--- src/rtl/tbic_pkg.sv ---
// Package: shared constants for the three-bank interrupt controller.
// Assumes word-aligned byte addresses; wide banks fixed at 32 sources.
package tbic_pkg;
    localparam int DATA_W    = 32;
    localparam int BASIC_N   = 8;
    localparam int BANK_W    = 32;
    localparam int SC1_N     = 5;
    localparam int SC2_N     = 6;
    localparam int FLAG1_BIT = BASIC_N;
    localparam int FLAG2_BIT = BASIC_N + 1;
    localparam int SC1_BASE  = BASIC_N + 2;
    localparam int SC2_BASE  = SC1_BASE + SC1_N;
    localparam int STAT_USED = SC2_BASE + SC2_N;

    // Register offsets (byte addresses)
    localparam int OFS_STAT  = 'h00;
    localparam int OFS_PND1  = 'h04;
    localparam int OFS_PND2  = 'h08;
    localparam int OFS_SET1  = 'h10;
    localparam int OFS_SET2  = 'h14;
    localparam int OFS_SET0  = 'h18;
    localparam int OFS_CLR1  = 'h1C;
    localparam int OFS_CLR2  = 'h20;
    localparam int OFS_CLR0  = 'h24;

    // Bank 1 source mirrored at shortcut position k
    function automatic int sc1_src(input int k);
        case (k)
            0: return 7;
            1: return 9;
            2: return 10;
            3: return 18;
            default: return 19;
        endcase
    endfunction

    // Bank 2 source mirrored at shortcut position k
    function automatic int sc2_src(input int k);
        case (k)
            0: return 21;
            1: return 22;
            2: return 23;
            3: return 24;
            4: return 25;
            default: return 30;
        endcase
    endfunction

    // Bit set of bank 1 shortcut sources
    function automatic logic [BANK_W-1:0] sc1_set();
        logic [BANK_W-1:0] m;
        m = '0;
        for (int k = 0; k < SC1_N; k++) m[sc1_src(k)] = 1'b1;
        return m;
    endfunction

    // Bit set of bank 2 shortcut sources
    function automatic logic [BANK_W-1:0] sc2_set();
        logic [BANK_W-1:0] m;
        m = '0;
        for (int k = 0; k < SC2_N; k++) m[sc2_src(k)] = 1'b1;
        return m;
    endfunction
endpackage

--- src/rtl/tbic_mask_bank.sv ---
// Module: one bank of per-source unmask bits with write-1-set and
// write-1-clear strobes, plus the masked pending vector.
// Assumes set_we and clr_we are never high in the same cycle.
module tbic_mask_bank #(
    parameter int W = 32
) (
    input  logic         clk,
    input  logic         rst_n,
    input  logic         set_we,
    input  logic         clr_we,
    input  logic [W-1:0] wbits,
    input  logic [W-1:0] src,
    output logic [W-1:0] en,
    output logic [W-1:0] pend
);
    // Unmask register: reset masked, 1-bits of wbits set or clear
    always_ff @(posedge clk) begin
        if (!rst_n)      en <= '0;
        else if (set_we) en <= en | wbits;
        else if (clr_we) en <= en & ~wbits;
    end

    // Level pending: active source gated by its unmask bit
    assign pend = src & en;

    AST_RESET_MASKED: assert property (@(posedge clk) !rst_n |=> en == '0);
    AST_SET_TAKES: assert property (@(posedge clk) disable iff (!rst_n)
        set_we |=> (en & $past(wbits)) == $past(wbits));
    AST_CLR_TAKES: assert property (@(posedge clk) disable iff (!rst_n)
        clr_we |=> (en & $past(wbits)) == '0);
    AST_ZERO_KEEPS: assert property (@(posedge clk) disable iff (!rst_n)
        (set_we || clr_we) |=> ((en ^ $past(en)) & ~$past(wbits)) == '0);
endmodule

--- src/rtl/tbic_status.sv ---
// Module: builds the summary status word from the three masked
// pending vectors and the combined interrupt request.
// Assumes the pending inputs are already masked by their banks.
module tbic_status
    import tbic_pkg::*;
#(
    parameter int STAT_W = DATA_W
) (
    input  logic [BASIC_N-1:0] pend0,
    input  logic [BANK_W-1:0]  pend1,
    input  logic [BANK_W-1:0]  pend2,
    output logic [STAT_W-1:0]  stat,
    output logic               any
);
    localparam logic [BANK_W-1:0] SC1_SET = sc1_set();
    localparam logic [BANK_W-1:0] SC2_SET = sc2_set();

    // Basic sources and per-bank flags of non-shortcut sources
    assign stat[BASIC_N-1:0] = pend0;
    assign stat[FLAG1_BIT]   = |(pend1 & ~SC1_SET);
    assign stat[FLAG2_BIT]   = |(pend2 & ~SC2_SET);

    // Shortcut mirrors for bank 1
    for (genvar k = 0; k < SC1_N; k++) begin : g_sc1
        localparam int IDX = sc1_src(k);
        assign stat[SC1_BASE + k] = pend1[IDX];
    end

    // Shortcut mirrors for bank 2
    for (genvar k = 0; k < SC2_N; k++) begin : g_sc2
        localparam int IDX = sc2_src(k);
        assign stat[SC2_BASE + k] = pend2[IDX];
    end

    // Unused upper status bits
    assign stat[STAT_W-1:STAT_USED] = '0;

    // Combined request over every masked source
    assign any = (|pend0) | (|pend1) | (|pend2);
endmodule

--- src/rtl/tbic_regif.sv ---
// Module: register port decode and registered read-data mux.
// Assumes single-cycle requests; unknown addresses read zero.
module tbic_regif
    import tbic_pkg::*;
#(
    parameter int ADDR_W = 6
) (
    input  logic               clk,
    input  logic               rst_n,
    input  logic               bus_req,
    input  logic               bus_we,
    input  logic [ADDR_W-1:0]  bus_addr,
    input  logic [DATA_W-1:0]  stat,
    input  logic [BANK_W-1:0]  pend1,
    input  logic [BANK_W-1:0]  pend2,
    input  logic [BASIC_N-1:0] en0,
    input  logic [BANK_W-1:0]  en1,
    input  logic [BANK_W-1:0]  en2,
    output logic [2:0]         set_we,
    output logic [2:0]         clr_we,
    output logic [DATA_W-1:0]  bus_rdata
);
    logic          wr;
    logic          rd;
    int            a;
    logic [DATA_W-1:0] rd_next;

    assign wr = bus_req & bus_we;
    assign rd = bus_req & ~bus_we;
    assign a  = int'(bus_addr);

    // Write strobes per bank (index = bank number)
    always_comb begin
        set_we    = 3'b000;
        clr_we    = 3'b000;
        set_we[0] = wr && (a == OFS_SET0);
        set_we[1] = wr && (a == OFS_SET1);
        set_we[2] = wr && (a == OFS_SET2);
        clr_we[0] = wr && (a == OFS_CLR0);
        clr_we[1] = wr && (a == OFS_CLR1);
        clr_we[2] = wr && (a == OFS_CLR2);
    end

    // Read mux: enable and disable offsets both return the mask
    always_comb begin
        case (a)
            OFS_STAT:           rd_next = stat;
            OFS_PND1:           rd_next = pend1;
            OFS_PND2:           rd_next = pend2;
            OFS_SET1, OFS_CLR1: rd_next = en1;
            OFS_SET2, OFS_CLR2: rd_next = en2;
            OFS_SET0, OFS_CLR0: rd_next = {{(DATA_W-BASIC_N){1'b0}}, en0};
            default:            rd_next = '0;
        endcase
    end

    // Read data register, updated only by a read request
    always_ff @(posedge clk) begin
        if (!rst_n)  bus_rdata <= '0;
        else if (rd) bus_rdata <= rd_next;
    end

    AST_STAT_READ: assert property (@(posedge clk) disable iff (!rst_n)
        (rd && a == OFS_STAT) |=> bus_rdata == $past(stat));
    AST_RDATA_HOLD: assert property (@(posedge clk) disable iff (!rst_n)
        !rd |=> $stable(bus_rdata));
endmodule

--- src/rtl/tri_bank_intc.sv ---
// Module: top of the three-bank level interrupt controller.
// Connects three mask banks, the status builder and the register port.
// Assumes sources are synchronous to clk.
module tri_bank_intc
    import tbic_pkg::*;
#(
    parameter int ADDR_W = 6
) (
    input  logic               clk,
    input  logic               rst_n,
    input  logic [BASIC_N-1:0] src_basic,
    input  logic [BANK_W-1:0]  src_bank1,
    input  logic [BANK_W-1:0]  src_bank2,
    input  logic               bus_req,
    input  logic               bus_we,
    input  logic [ADDR_W-1:0]  bus_addr,
    input  logic [DATA_W-1:0]  bus_wdata,
    output logic [DATA_W-1:0]  bus_rdata,
    output logic               irq
);
    logic [2:0]         set_we;
    logic [2:0]         clr_we;
    logic [BASIC_N-1:0] en0, pend0;
    logic [BANK_W-1:0]  en1, pend1, en2, pend2;
    logic [DATA_W-1:0]  stat;

    // Basic bank: only the low data bits reach its mask
    tbic_mask_bank #(.W(BASIC_N)) u_bank0 (
        .clk(clk), .rst_n(rst_n), .set_we(set_we[0]), .clr_we(clr_we[0]),
        .wbits(bus_wdata[BASIC_N-1:0]), .src(src_basic),
        .en(en0), .pend(pend0));

    // Wide bank 1
    tbic_mask_bank #(.W(BANK_W)) u_bank1 (
        .clk(clk), .rst_n(rst_n), .set_we(set_we[1]), .clr_we(clr_we[1]),
        .wbits(bus_wdata[BANK_W-1:0]), .src(src_bank1),
        .en(en1), .pend(pend1));

    // Wide bank 2
    tbic_mask_bank #(.W(BANK_W)) u_bank2 (
        .clk(clk), .rst_n(rst_n), .set_we(set_we[2]), .clr_we(clr_we[2]),
        .wbits(bus_wdata[BANK_W-1:0]), .src(src_bank2),
        .en(en2), .pend(pend2));

    // Summary word and combined request
    tbic_status u_status (
        .pend0(pend0), .pend1(pend1), .pend2(pend2),
        .stat(stat), .any(irq));

    // Register port
    tbic_regif #(.ADDR_W(ADDR_W)) u_regif (
        .clk(clk), .rst_n(rst_n), .bus_req(bus_req), .bus_we(bus_we),
        .bus_addr(bus_addr), .stat(stat), .pend1(pend1), .pend2(pend2),
        .en0(en0), .en1(en1), .en2(en2),
        .set_we(set_we), .clr_we(clr_we), .bus_rdata(bus_rdata));

    AST_IRQ_SUMMARY: assert property (@(posedge clk) disable iff (!rst_n)
        irq == (stat != '0));
    AST_STROBE_ONEHOT: assert property (@(posedge clk) disable iff (!rst_n)
        $onehot0({set_we, clr_we}));
    AST_FLAG1_NEEDS_SRC: assert property (@(posedge clk) disable iff (!rst_n)
        stat[FLAG1_BIT] |-> (pend1 != '0));
    AST_FLAG2_NEEDS_SRC: assert property (@(posedge clk) disable iff (!rst_n)
        stat[FLAG2_BIT] |-> (pend2 != '0));
endmodule

--- config.mk ---
export PLATFORM = sky130hd
export DESIGN_NAME = tri_bank_intc
export DESIGN_NICKNAME = d
export VERILOG_FILES = /design/src/rtl/tbic_pkg.sv /design/src/rtl/tbic_mask_bank.sv /design/src/rtl/tbic_status.sv /design/src/rtl/tbic_regif.sv /design/src/rtl/tri_bank_intc.sv
export SDC_FILE = /design/constraint.sdc
export NUM_CORES = 1
export LEC_CHECK = 0
export ABC_AREA = 1
export ABC_CLOCK_PERIOD_IN_PS = 1600
export BUFFER_PORTS_ARGS = -buffer_cell sky130_fd_sc_hd__buf_2
export CORE_MARGIN = 3
export CORE_UTILIZATION = 54
export DETAILED_ROUTE_END_ITERATION = 10
export PLACE_DENSITY = 0.78
export SKIP_LAST_GASP = 1
export SYNTH_ARGS = -nofsm -noshare
export SYNTH_HDL_FRONTEND = slang
export SYNTH_SLANG_ARGS = --single-unit
--- constraint.sdc ---
create_clock -name clk -period 1.6 [get_ports clk]
set_clock_uncertainty 0.1 [all_clocks]
set_input_delay 0.24 -clock clk [delete_from_list [all_inputs] [get_ports clk]]
set_output_delay 0.24 -clock clk [all_outputs]
set_load 0.02 [all_outputs]
# Word-level counts from Yosys, hierarchy flattened

Cells that the tools add are included.

Input bits: 114
Flip-flop bits (word level): 104

Reductions and logical operators: 18
Eq/ne operators: 14
Bitwise operators: 16
Mux-type cells: 7

Operators by type and width:

| kind                 | number |
|---|---|
| $pmux W32 S6         | 1 |
| $and A32 B32 Y32     | 4 |
| $mux W32             | 4 |
| $or A32 B32 Y32      | 2 |
| $reduce_or A32 Y1    | 2 |
| $eq A6 B6 Y1 const B | 8 |
| $logic_not A32 Y1    | 1 |
| $not A32 Y32         | 1 |
| $reduce_or A27 Y1    | 1 |
| $reduce_or A26 Y1    | 1 |
| $eq A6 B5 Y1 const B | 4 |
| $and A8 B8 Y8        | 2 |
| $mux W8              | 2 |
| $not A8 Y8           | 1 |
| $or A8 B8 Y8         | 1 |
| $reduce_or A8 Y1     | 1 |
| $eq A6 B3 Y1 const B | 1 |
| $eq A6 B4 Y1 const B | 1 |
| $logic_and A1 B1 Y1  | 6 |
| $reduce_bool A2 Y1   | 3 |
| $reduce_or A2 Y1     | 3 |
| $and A1 B1 Y1        | 2 |
| $or A1 B1 Y1         | 2 |
| $not A1 Y1           | 1 |

# Depth between registers and ports, before layout

Gate-level depths: netlist (run 1).

Depth in word-level cells: 4
Depth in mapped cells: 10

# Hierarchy

A second synthesis (run 1) with hierarchy kept.

Cells, all modules: 1062
Area, all modules: 6607.6 sq um

Modules (own cells, without submodules):

| module                        | seq. area each (sq um) | area an instance (sq um) | cells each | instances |
|---|---|---|---|---|
| tbic_mask_bank at u_bank1 ... | 640.6                  | 1589.0                   | 234        | 2 |
| tbic_regif                    | 640.6                  | 2537.4                   | 434        | 1 |
| tbic_status                   | 0.0                    | 519.2                    | 101        | 1 |
| tbic_mask_bank at u_bank0     | 160.2                  | 372.9                    | 59         | 1 |

# Worst setup path after synthesis (run 1)

Ideal clock, no wire load.

Kind: input-to-reg
From: input port bus_addr[5]
To: register with a tool-made name
Stages: 9
Slack: 161 ps
Arrival: 1212 ps
Cells stage by stage: inv_1 nand2_1 nor2_4 nand2_4 nor2_4 buf_4 nand2_1 a21oi_1 nor2_1

RTL lines:

| what               | line                | text |
|---|---|---|
| start: declaration | tri_bank_intc.sv:16 | `input logic [ADDR_W-1:0] bus_addr,` |

==> results of run 1 <==
[final cells by class]
cell class,instances,area (sq um),area share
clock buffers,14,153,0.0195
repair buffers,227,1510,0.193
inverters,68,255,0.0326
multi-input cells,754,3600,0.459
flip-flops and latches,104,2110,0.269
clock inverters,2,38.8,0.00495
well taps,136,170,0.0217
[through the flow]
stage	instances	instance area [sq um]	hold WS, ns	util	setup slack (ns)
floorplan	973	5930	0.278	-	0.161
global placement	1282	7330	0.349	0.698	-0.0427
detailed placement	1282	7330	0.353	0.698	-0.0836
CTS	1303	7700	0.000741	0.732	-0.294
global route	1305	7830	0.00859	0.745	-0.483
finish	1305	7830	0.00781	0.745	-0.366
[worst max-delay path: stages, from the launching register on]
cell,delay [ns]
dfxtp_2,0.34
nand2_2,0.07
nand2_2,0.07
nor2_4,0.14
nand4_1,0.09
nor2_1,0.12
and3_4,0.21
nand2_4,0.06
buf_6,0.13
[kinds of logic (layout without fill, tap and decap cells)]
logic type | Yosys count | count (layout) | synth area share
flops | 104 | 104 | 0.351
xor+xnor | 1 | 1 | 0.00275
buf+inv | 115 | 311 | 0.0794
compound gates | 153 | 153 | 0.136
simple gates | 600 | 600 | 0.431
[layer usage]
metal | track usage | up-vias | share of wire
li1 | - | 3554 | -
met1 | 0.450 | 3301 | 0.39
met2 | 0.564 | 513 | 0.45
met3 | 0.0775 | 80 | 0.12
met4 | 0.141 | 0 | 0.037
met5 | 0 | - | 0
[how the worst min path moves through the flow]
stage,slack (ns),endpoint,startpoint,depth (start not counted)
6_report,0.008,register,bus_wdata[13],3
2_1_floorplan,0.28,register,rst_n,2
5_1_grt,0.009,register,bus_wdata[4],3
4_1_cts,0.0007,register,bus_wdata[29],3
3_5_place_dp,0.35,u_regif.bus_rdata[25]$_SDFFE_PN0P_,u_regif.bus_rdata[25]$_SDFFE_PN0P_,2
3_3_place_gp,0.35,u_regif.bus_rdata[16]$_SDFFE_PN0P_,u_regif.bus_rdata[16]$_SDFFE_PN0P_,2
[layout by cell type, fill, tap and decap left out]
cell type,synthesis,final
o21ai_0,41,41
buf_12,0,13
dlygate4sd3_1,0,2
nand2_4,1,3
a21boi_0,8,8
o221ai_1,3,3
inv_1,63,63
nor3_1,9,7
dfxtp_1,104,83
o211ai_1,3,3
clkinv_1,2,1
clkbuf_8,0,10
nor2_2,4,10
xnor2_2,1,1
nor3_2,0,1
nand3_4,1,1
clkbuf_1,30,4
nor2_1,109,97
and3_4,0,1
inv_2,3,4
a21oi_1,98,98
buf_6,0,1
dfxtp_2,0,21
nand2_1,347,295
nor2_4,5,11
buf_2,10,145
bufinv_16,0,1
nor3_4,0,1
nand3_2,1,1
nand4_1,47,47
nand2_2,1,51
nand3_1,74,74
clkinv_4,0,1
buf_4,7,66
[where the power goes]
part	total, mW	switching (mW)	internal [mW]	leakage, nW
Combinational	0.613	0.389	0.224	2.84
Clock	1.70	0.921	0.774	0.0949
Sequential	2.61	0.00863	2.60	0.850
[repair_timing]
item                       in CTS  in global routing
resized for setup              54                 44
hold endpoints to repair        1                  1
hold buffers                    1                  1
setup endpoints to repair       1                  1
setup buffers                   4                  1
pin swaps                      11                 18
==> results by group, run 1 <==
Route
  – DR DRC count: 0
  – Antenna Nets Post-Route: 0
  – Via count: 7448
  – Iter 0 DRT Violations: between 900 and 1000
  – Vias per Instance: 5.71
  – Drt total wl: 22000 um
  – Router iterations before antenna repair: 5
  – Routed len/inst: roughly 17 um

Timing
  – Fin worst setup slack: -0.366 ns
  – Rel. slew slack: 0.764
  – Final Setup Violations: 1
  – RSZ-0062 raised after global routing: true
  – Setup TNS: -0.366 ns
  – Fin crit period: roughly 2 ns
  – Slew of the pin with the lowest slew margin: 0.355 ns
  – Fin crit share: 1.23
  – Endpoints failing hold: 0
  – Max Clk Rate: 0.509 GHz
  – Pins Over Slew Limit: 0

Logic synthesis
  – Fraction of registers with async set/reset: 0
  – Top cells by instance count after synthesis: nand2_1 (347), nor2_1 (109), dfxtp_1 (104), a21oi_1 (98), nand3_1 (74)
  – Most frequent cell after synthesis: nand2_1
  – Top cells by area, synth: dfxtp_1 (35%), nand2_1 (22%), a21oi_1 (8.3%), nor2_1 (6.9%), nand3_1 (6.2%)
  – Largest area contributor in the netlist: dfxtp_1
  – Total nets after synthesis: 1087
  – Ys Warns: 0
  – #FFs+latches synth: about 100
  – Synth unique cells: 25
  – Post-synth top flop: dfxtp_1
  – Post-Synthesis Cells: 973
  – Synthesized area per cell: 6.09 sq um
  – Number of enable flip-flop cells after synthesis: 0
  – Seq/Total Area, Yosys: 0.351
  – Synth top area share: 0.351
  – Synthesized area: ~0.0059 sq mm

Clock network
  – CTS tree: built
  – Later-pin clock latency in the skew report: approximately 0.39 ns
  – H-tree levels: 3
  – CTS buffer count: 9
  – Longest Clk Path Bufs: 2
  – Clk root buf: clkbuf_8
  – Clock slew at reported path FFs: around 0.10 ns
  – Clock sinks: 104

Setup path
  – Crit path DAT: ~1.6 ns
  – Crit path capture type: primary output
  – Setup slack, reg-to-reg: about 0.17 ns
  – R2r worst-path depth: 9
  – Worst setup path end: irq
  – Setup CP Type: register to primary output
  – Startpoint Class: register
  – Required @ worst endpoint: 1.26 ns
  – Crit Path Max Fanout: 2
  – Reg2reg end: u_regif.bus_rdata[9]$_SDFFE_PN0P_

Pwr
  – VDD IR-drop max: between 0.6 and 0.7 mV
  – Static leakage: roughly 3.8 nW
  – Cell Pwr Density: about 630 mW/mm^2
  – Tot Pwr: roughly 4.9 mW

Global routing
  – Number of global-route vias before repair: between 7000 and 8000
  – Global-route wire length before repair: about 35000 um
  – Total Routing Usage GR: 0.348
  – Antenna violations before repair: 0
  – Remaining Overflow, GRT: 0
  – Largest net degree at the start of global routing: just under 60

Floorplan
  – Die Wd: between 100 and 150 um
  – Chip height: roughly 110 um
  – Initial Util: 0.564
  – Die area: 0.0123 sq mm
  – Number of cell rows: 37
  – Core area: about 0.011 sq mm
  – Ports: 147

Placed design
  – IO Port Bufs: approximately 150
  – Placer congestion estimate: between 0.9 and 1
  – HPWL Detailed: 15800 um

Cells and area
  – Area Overhead vs Synth: 32.2%
  – Number of diodes: 0
  – Final net count: 1278
  – Share of cells above drive strength 1: 0.293
  – Fill cell total of the finished layout: between 800 and 900

Run status
  – Outcome: finished with violations
  – Failing checks: negative setup slack

Min path
  – Worst hold path class: input port to register

Flow run
  – Max-cap violations: 0
(Power assumes the default switching activity.)
==> run 2, diff against run 1 <==
--- a/config.mk
+++ b/config.mk
@@ -5,13 +5,13 @@
 export SDC_FILE = /design/constraint.sdc
 export NUM_CORES = 1
 export LEC_CHECK = 0
-export ABC_AREA = 1
-export ABC_CLOCK_PERIOD_IN_PS = 1600
 export BUFFER_PORTS_ARGS = -buffer_cell sky130_fd_sc_hd__buf_2
+export CELL_PAD_IN_SITES_DETAIL_PLACEMENT = 1
+export CELL_PAD_IN_SITES_GLOBAL_PLACEMENT = 1
 export CORE_MARGIN = 3
-export CORE_UTILIZATION = 54
+export CORE_UTILIZATION = 39
 export DETAILED_ROUTE_END_ITERATION = 10
-export PLACE_DENSITY = 0.78
+export PLACE_DENSITY = 0.77
 export SKIP_LAST_GASP = 1
 export SYNTH_ARGS = -nofsm -noshare
 export SYNTH_HDL_FRONTEND = slang
==> run 2 against run 1 <==
Net effect: the run still ends with negative setup slack left; cell count is 12% lower; global-route usage is 0.47 points lower; via count is 8.8% higher; non-clock buffer count is 146 higher; count of clock-buffer cells in the layout is 4 lower; largest power group unchanged.
==> results by group, run 2 <==
Logic synthesis
  – Number of enable flip-flop cells after synthesis: 0 (unchanged)
  – #FFs+latches synth: 104 (unchanged)
  – Fraction of registers with async set/reset: 0 (unchanged)
  – Largest area contributor in the netlist: dfxtp_1 (unchanged)
  – Synth unique cells: 40 (was 25)
  – Most frequent cell after synthesis: dfxtp_1 (was nand2_1)
  – Synth top area share: 0.381 (was 0.351)
  – Post-Synthesis Cells: 627 (was 973)
  – Ys Warns: 0 (unchanged)
  – Top cells by area, synth: dfxtp_1 (38%), a22oi_1 (10%), a21o_1 (8.8%), a211oi_2 (7.1%), a21oi_2 (5.0%) (was dfxtp_1 (35%), nand2_1 (22%), a21oi_1 (8.3%), nor2_1 (6.9%), nand3_1 (6.2%))
  – Synthesized area per cell: 8.73 sq um (was 6.09 sq um)
  – Total nets after synthesis: 741 (was 1087)
  – Seq/Total Area, Yosys: 0.381 (was 0.351)
  – Post-synth top flop: dfxtp_1 (unchanged)
  – Top cells by instance count after synthesis: dfxtp_1 (104), a22oi_1 (73), nand2_1 (70), a21o_1 (64), nor2_1 (37) (was nand2_1 (347), nor2_1 (109), dfxtp_1 (104), a21oi_1 (98), nand3_1 (74))
  – Synthesized area: 0.00547 sq mm (was 0.00593 sq mm)

Route
  – Router iterations before antenna repair: 7 (was 5)
  – Antenna Nets Post-Route: 0 (unchanged)
  – Routed len/inst: 34.0 um (was 16.9 um)
  – Iter 0 DRT Violations: 1074 (was 908)
  – DR DRC count: 0 (unchanged)
  – Drt total wl: 38900 um (was 22000 um)
  – Via count: 8104 (was 7448)
  – Vias per Instance: 7.08 (was 5.71)

Floorplan
  – Initial Util: 0.405 (was 0.564)
  – Ports: 147 (unchanged)
  – Core area: 0.0135 sq mm (was 0.0105 sq mm)
  – Number of cell rows: 42 (was 37)
  – Die area: 0.0155 sq mm (was 0.0123 sq mm)
  – Die Wd: 124 um (was 111 um)
  – Chip height: 124 um (was 111 um)

Cells and area
  – Most common cell after layout, fill and taps aside: buf_4 (was nand2_1)
  – Area Overhead vs Synth: 70.3% (was 32.2%)
  – Share of cells above drive strength 1: 0.543 (was 0.293)
  – Most frequent cells in the layout: buf_4 (168), buf_2 (141), dfxtp_1 (104) (was nand2_1 (295), buf_2 (145), a21oi_1 (98))
  – Final net count: 1075 (was 1278)
  – Footprint of the multi-input gates: 0.00356 sq mm (was 0.00360 sq mm)
  – Seq. cell area: 0.00208 sq mm (was 0.00211 sq mm)
  – Fill cell total of the finished layout: 1499 (was 894)

Clock network
  – Later-pin clock latency in the skew report: 0.38 ns (was 0.39 ns)
  – Clock slew at reported path FFs: 0.08 ns (was 0.10 ns)
  – Clock sinks: 104 (unchanged)
  – H-tree levels: 3 (unchanged)
  – CTS Hold Bufs: 0 (was 1)
  – Longest Clk Path Bufs: 2 (unchanged)
  – Clk root buf: clkbuf_16 (was clkbuf_8)
  – CTS buffer count: 9 (unchanged)
  – CTS tree: built (unchanged)

Timing
  – RSZ-0062 raised after global routing: true (unchanged)
  – Pins Over Slew Limit: 0 (unchanged)
  – Fin worst setup slack: -1.37 ns (was -0.366 ns)
  – Setup TNS: -12.57 ns (was -0.366 ns)
  – Final Setup Violations: 92 (was 1)
  – Slew of the pin with the lowest slew margin: 0.725 ns (was 0.355 ns)
  – WHS: 0.0221 ns (was 0.00781 ns)
  – Endpoints failing hold: 0 (unchanged)
  – Max Clk Rate: 0.337 GHz (was 0.509 GHz)
  – Fin crit share: 1.85 (was 1.23)
  – Fin crit period: 2.97 ns (was 1.97 ns)
  – Rel. slew slack: 0.517 (was 0.764)

Setup path
  – Crit path DAT: 2.63 ns (was 1.63 ns)
  – Startpoint Class: register (unchanged)
  – Crit Path Max Fanout: 2 (unchanged)
  – Required @ worst endpoint: 1.26 ns (about the same)
  – Setup CP Type: register to primary output (unchanged)
  – Crit path capture type: primary output (unchanged)

Pwr
  – Switching share of total power: 0.298 (was 0.268)
  – Static leakage: 4.39 nW (was 3.78 nW)
  – VDD IR-drop max: 0.740 mV (was 0.608 mV)
  – Clock power share: 0.411 (was 0.345)
  – NetSw: 1.81 mW (was 1.32 mW)
  – Sequential Power Share: 0.433 (was 0.531)
  – Cell Pwr Density: 650 mW/mm^2 (was 628 mW/mm^2)
  – Comb pwr share: 0.156 (was 0.125)
  – Internal power: 4.25 mW (was 3.60 mW)

Placed design
  – Placer congestion estimate: 0.923 (was 0.977)
  – HPWL Detailed: 20000 um (was 15800 um)
  – IO Port Bufs: 146 (unchanged)

Global routing
  – Largest net degree at the start of global routing: 28 (was 58)
  – Total Routing Usage GR: 0.344 (was 0.348)
  – Remaining Overflow, GRT: 0 (unchanged)
  – Number of global-route vias before repair: 7136 (was 7021)
  – Antenna violations before repair: 5 (was 0)
  – Global-route wire length before repair: 41600 um (was 34800 um)

Flow run
  – Max-cap violations: 0 (unchanged)

Run status
  – Outcome: finished with violations (unchanged)
  – Failing checks: negative setup slack (unchanged)

Min path
  – Worst hold path class: input port to register (unchanged)
## run 2: changes by cell type after synthesis, sizes merged, moves of 33 or more
cell    before  now
a211oi       0   33
a21o         0   64
a21oi       98   62
a22oi        0   73
inv         66    9
nand2      349   70
nand3       76   17
nand4       47    6
nor2       118   37
## run 2: final cells by class
type,instances,area share
multi-input cells,464,0.382
repair buffers,373,0.334
flip-flops and latches,104,0.223
clock buffers,10,0.0246
well taps,176,0.0236
clock inverters,6,0.00819
inverters,9,0.00363
diodes,2,0.000537
## run 2: cell families after synthesis
logic type	after synthesis	synth area share
DFF	104	0.381
AOI/OAI and AO/OA	306	0.435
buffers and inverters	59	0.0521
and+or+nand+nor	158	0.133
## run 2: worst paths after layout
path	from	to	slack [ns]	cells after the start
worst max register to register	register	u_regif.bus_rdata[9]$_SDFFE_PN0P_	-0.50	6
worst min-delay path	bus_wdata[14]	register	0.02	2
worst min register to register	u_regif.bus_rdata[27]$_SDFFE_PN0P_	u_regif.bus_rdata[27]$_SDFFE_PN0P_	0.38	2
worst max-delay path	register	irq	-1.37	7
## run 2: per-stage QoR
step | power (mW) | cell area [sq um] | instances | worst slack, ns | utilization
detailed placement | 3.40 | 7830 | 1076 | -0.859 | 0.580
CTS | 5.77 | 8330 | 1098 | -1.05 | 0.617
global placement | 3.37 | 7830 | 1076 | -0.819 | 0.580
finish | 6.06 | 9320 | 1144 | -1.37 | 0.690
floorplan | 2.90 | 5580 | 627 | -0.412 | -
global route | 6.14 | 9320 | 1144 | -1.34 | 0.690
## run 2: what timing repair did
| action | 4_1_cts | 5_1_grt |
|---|---|---|
| setup buffers | 5 | 30 |
| endpoints found under the setup margin | 76 | 79 |
| pin swaps | 13 | 63 |
| gates cloned | 1 | 14 |
| resized for setup | 32 | 103 |
## run 2: power groups by stage
| stage | registers, mW | logic [mW] | clock network (mW) |
|---|---|---|---|
| 5_1_grt | 2.62 | 0.955 | 2.57 |
| 2_1_floorplan | 2.69 | 0.203 | 0 |
| 6_report | 2.62 | 0.945 | 2.49 |
| 4_1_cts | 2.62 | 0.759 | 2.40 |
| 3_3_place_gp | 2.68 | 0.693 | 0 |
| 3_5_place_dp | 2.68 | 0.718 | 0 |
## run 2: worst max-delay path, cell delays in order, from the launching register on
cell	delay, ns
dfxtp_1	0.34
a22oi_1	0.42
nand4_1	0.24
nor2_1	0.24
buf_4	0.17
nand3_1	0.10
or4_4	0.58
buf_6	0.15
## run 2: metal layers
layer / share of wire / global-route usage / vias up
met3: 0.12 / 0.0652 / 329
met1: 0.34 / 0.432 / 3906
met5: 0.00090 / 0 / -
li1: - / - / 3052
met4: 0.090 / 0.147 / 6
met2: 0.45 / 0.575 / 811
